File: src/rtl/clk_postscaler.sv
module clk_postscaler #(
  parameter int          CW       = 10,
  parameter logic [3:0]  RST_CODE = 4'b1010
) (
  input  logic       clk_base,
  input  logic       por_n,
  input  logic       wr_en,
  input  logic [3:0] wr_code,
  output logic [3:0] cfg_q,
  output logic       busy,
  output logic       clk_out
);

  function automatic logic [CW-1:0] div_of(input logic [3:0] c);
    int d;
    case (c)
      4'd1:  d = 3;
      4'd2:  d = 4;
      4'd3:  d = 5;
      4'd4:  d = 6;
      4'd5:  d = 8;
      4'd6:  d = 10;
      4'd7:  d = 12;
      4'd8:  d = 16;
      4'd9:  d = 20;
      4'd10: d = 25;
      4'd11: d = 32;
      4'd12: d = 50;
      4'd13: d = 100;
      4'd14: d = 500;
      4'd15: d = 1000;
      default: d = 0;
    endcase
    return CW'(d);
  endfunction

  logic [3:0]    cfg, act;
  logic          q, qn;
  logic [CW-1:0] ph;

  wire [CW-1:0] n      = div_of(act);
  wire [CW-1:0] hi     = n >> 1;
  wire [CW-1:0] lo     = n - hi;
  wire [CW-1:0] lim    = q ? hi : lo;
  wire          ph_end = (ph == lim - CW'(1));
  wire          pend   = (cfg != act);

  always_ff @(posedge clk_base or negedge por_n) begin
    if (!por_n) begin
      cfg <= RST_CODE;
      act <= RST_CODE;
      q   <= 1'b0;
      ph  <= '0;
    end else begin
      if (wr_en) cfg <= wr_code;
      if (act == 4'd0) begin
        q  <= 1'b0;
        ph <= '0;
        if (pend) act <= cfg;
      end else if (pend && cfg == 4'd0 && (!q || ph_end)) begin
        act <= 4'd0;
        q   <= 1'b0;
        ph  <= '0;
      end else if (!ph_end) begin
        ph <= ph + CW'(1);
      end else begin
        ph <= '0;
        if (!q && pend) act <= cfg;
        else            q   <= ~q;
      end
    end
  end

  always_ff @(negedge clk_base or negedge por_n) begin
    if (!por_n) qn <= 1'b0;
    else        qn <= q & n[0];
  end

  assign clk_out = q | qn;
  assign cfg_q   = cfg;
  assign busy    = pend;

  AST_OFF_LOW: assert property (@(posedge clk_base) disable iff (!por_n)
    (act == 4'd0) |-> !q) else $error("off code drives output high");

  AST_SWITCH_IN_LOW: assert property (@(posedge clk_base) disable iff (!por_n)
    (act != $past(act) && act != 4'd0) |-> (!$past(q) && !q)) else $error("switch outside low phase");

  AST_OFF_AFTER_HIGH: assert property (@(posedge clk_base) disable iff (!por_n)
    ($past(act) != 4'd0 && act == 4'd0 && $past(q)) |-> $past(ph_end)) else $error("high phase cut short");

  AST_HOLD_NO_WRITE: assert property (@(posedge clk_base) disable iff (!por_n)
    !$past(wr_en) |-> $stable(cfg)) else $error("setting moved without write");

  AST_PH_RANGE: assert property (@(posedge clk_base) disable iff (!por_n)
    (act != 4'd0) |-> (ph < lim)) else $error("phase counter overrun");

endmodule

File: config.mk
export PLATFORM = sky130hd
export DESIGN_NAME = clk_postscaler
export DESIGN_NICKNAME = d
export VERILOG_FILES = /design/src/rtl/clk_postscaler.sv
export SDC_FILE = /design/constraint.sdc
export NUM_CORES = 1
export LEC_CHECK = 0
export BUFFER_PORTS_ARGS = -buffer_cell sky130_fd_sc_hd__buf_2
export CORE_UTILIZATION = 57
export CTS_CLUSTER_DIAMETER = 40
export DETAILED_ROUTE_END_ITERATION = 10
export MAX_ROUTING_LAYER = met4
export PLACE_DENSITY = 0.8
export SLEW_MARGIN = 25
export SYNTH_ARGS = -nofsm -noshare
export SYNTH_HDL_FRONTEND = slang
export SYNTH_SLANG_ARGS = --single-unit
File: constraint.sdc
create_clock -name clk_base -period 5.36 [get_ports clk_base]
set_input_delay 0.536 -clock clk_base [delete_from_list [all_inputs] [get_ports clk_base]]
set_output_delay 0.536 -clock clk_base [all_outputs]
set_load 0.02 [all_outputs]
==> qor.txt <==
Outcome = completed
Final core occ = 64.3%
Top_reg_cell synth = dfrtp_1
Commonest non-fill, non-tap cell in the layout = nor2_1
Overall die width = 70.2 um
Hold Path Class = in -> async
Final Critical Period = 5.16 ns
Worst r2r path cells = 17
Fin crit share = 96.3%
Htree depth = 1
Area Growth Syn to Fin = 6.93%
Actual slew at the worst max-slew pin = 0.720 ns
Worst Hold Slack = 0.209 ns
Worst Path Buf+Inv = 1
Slowest cell on crit path = dfstp_2
Gr usage total = 27.2%
R2R Setup Slk = 0.20 ns
Largest stage delay, worst path = 0.65 ns
First-pass GRT wire length = 10.7 mm
Vias in the first global route = 2370
CP Depth = 17
Setup Viol. Count Final = 0
Hpwl dp = 4.82 mm
Skew final = 0.0152 ns
F_max = 194 MHz
Worst r2r src = act[1]
Yosys reg bits = 20
Clock-pin slew on the worst setup and hold paths = 0.07 ns
Final Hold Fails = 0
Post-route ant nets = 0
Vias per cell = 6.33
Slew HR = 51.5%
Fill cell count = 364
Max-slew violation count = 0
Post-Syn Instances = 321
Core area = 4410 um^2
Num CTS Buffers = 3
FF-to-FF End = q
Synth warn = 0
Critical path class = reg -> reg
First drt pass iteration count = 4
Share of cells above drive strength 1 = 19.0%
Critical path, cell by cell = inv_1 > ha_1 > xor2_2 > mux2_4 > xnor2_1 > ha_1 > nand2b_1 > o22a_1 > nand3_1 > o211ai_1 > nand4_2 > or4b_1 > o211a_1 > or2_1 > or4b_4 > or3_1 > a21oi_2
Post-Route WL = 6.27 mm
Async SR Flop Fraction = 100%
CP endpoint kind = flip-flop
Buffers on Ports = 12
Syn Area/Cell = 8.27 um^2
Setup_tns = 0 ns
Residual DRC count = 0
Clk Tree Root Cell = clkbuf_8
Setup crit start kind = flip-flop
CP Launch Point = act[1]
Post-synth EDFFs = 0
Most frequent cells in the layout = nor2_1 (27), nand2_1 (26), xnor2_1 (20)
Final GP Congestion = 0.957
Initial Util = 60.1%
Ports = 13
Maximum capacitance violations = 0
Clock Tree Buf Depth = 2
Antenna violations before repair = 0
Via Count = 2432
Synthesized area = 2650 um^2
Final cell count without fillers = 384
DRT iter0 DRCs = 186
Nets = 356
Crit path max-delay family = simple AND/OR/NAND/NOR gates
GR Overflow Total = 0
WP data arrival = 5.35 ns
CTS sink count = 20
Worst EP required = 5.55 ns
Largest net degree at the start of global routing = 22
Die area = 4930 um^2
Syn Nets = 344
CTS tree = done
Ant diodes = 0
CP Max Fanout = 11
Worst skew pair latency = 0.27 ns
Die H = 70.2 um
Register area share after synthesis = 19.0%
Routed wire length per instance = 16.3 um
CP most frequent cell = ha_1
Synth cell types = 76
Cell Rows = 24
Dpl cells = 376
[sequential cells by signal (all words and copies together) (netlist names)]
register	flops
act	4
ph	10
qn	1
q	1
cfg_q	4
[cell families (layout without fill, tap and decap cells)]
| kind of cell | Yosys count | after routing | synth area share (%) |
|---|---|---|---|
| muxes | 16 | 16 | 6.79 |
| and+or+nand+nor | 141 | 141 | 29.9 |
| AOI/OAI and AO/OA | 70 | 70 | 21.0 |
| buffers and inverters | 29 | 40 | 5.04 |
| adders and majority gates | 16 | 16 | 7.54 |
| DFF | 20 | 20 | 19.0 |
| xor gates and xnor gates | 29 | 29 | 10.7 |
[area by class of cell]
class	count	area [um^2]	share of cell area [%]
sequential	20	505	17.8
tap	52	65.1	2.29
multi-input combinational	272	2030	71.4
inverter	12	45.0	1.59
clock buffer	4	45.0	1.59
timing repair buffer	24	150	5.29
[synth_stat cells (all sizes together) (3+ instances only)]
cell type / count / area [um^2]
nor2: 28 / 108
nand2: 26 / 97.6
xnor2: 20 / 175
ha: 16 / 200
dfrtp: 15 / 375
nand3: 14 / 70.1
nor3: 14 / 80.1
o21ai: 14 / 70.1
a21oi: 13 / 68.8
inv: 12 / 45.0
buf: 10 / 62.6
mux2i: 9 / 90.1
and3: 8 / 50.1
xor2: 8 / 85.1
clkbuf: 7 / 26.3
mux2: 7 / 90.1
nand4: 6 / 43.8
nor4: 6 / 52.6
o211ai: 6 / 58.8
or3: 6 / 42.5
and2: 5 / 31.3
nand2b: 5 / 38.8
o21a: 5 / 37.5
or2: 5 / 33.8
dfstp: 4 / 105
nor2b: 4 / 25.0
nor3b: 4 / 35.0
or4: 4 / 30.0
a311oi: 3 / 26.3
a31oi: 3 / 40.0
o31ai: 3 / 22.5
[per-layer routing]
layer  up-vias  global-route usage (%)  wire length (um)
li1       1205                       -                 -
met1      1149                    36.7              2870
met2        72                    46.1              3040
met3         6                    1.01               315
met4         0                    4.89                39
met5         -                       -                 0
[through the flow]
stage	worst slack [ns]	cell area [um^2]
2_1_floorplan	0.385	2650
3_3_place_gp	0.130	2750
3_5_place_dp	0.0284	2750
4_1_cts	0.142	2800
5_1_grt	-0.0406	2840
6_report	0.199	2840
[timing repair]
action | in CTS | in global routing
gates resized for setup | 1 | 2
setup endpoints to repair | 1 | 12
hold buffers | 0 | 0
setup buffers | 0 | 4
pin swaps | 0 | 2
[how the worst max path moves through the flow]
stage / end / slack [ns]
finish: q / 0.20
CTS: q / 0.14
floorplan: q / 0.38
global placement: q / 0.13
detailed placement: q / 0.03
global route: q / -0.04
Power is not shown: default switching activity piles up to over one toggle a cycle in this logic, so the estimate is an artifact.
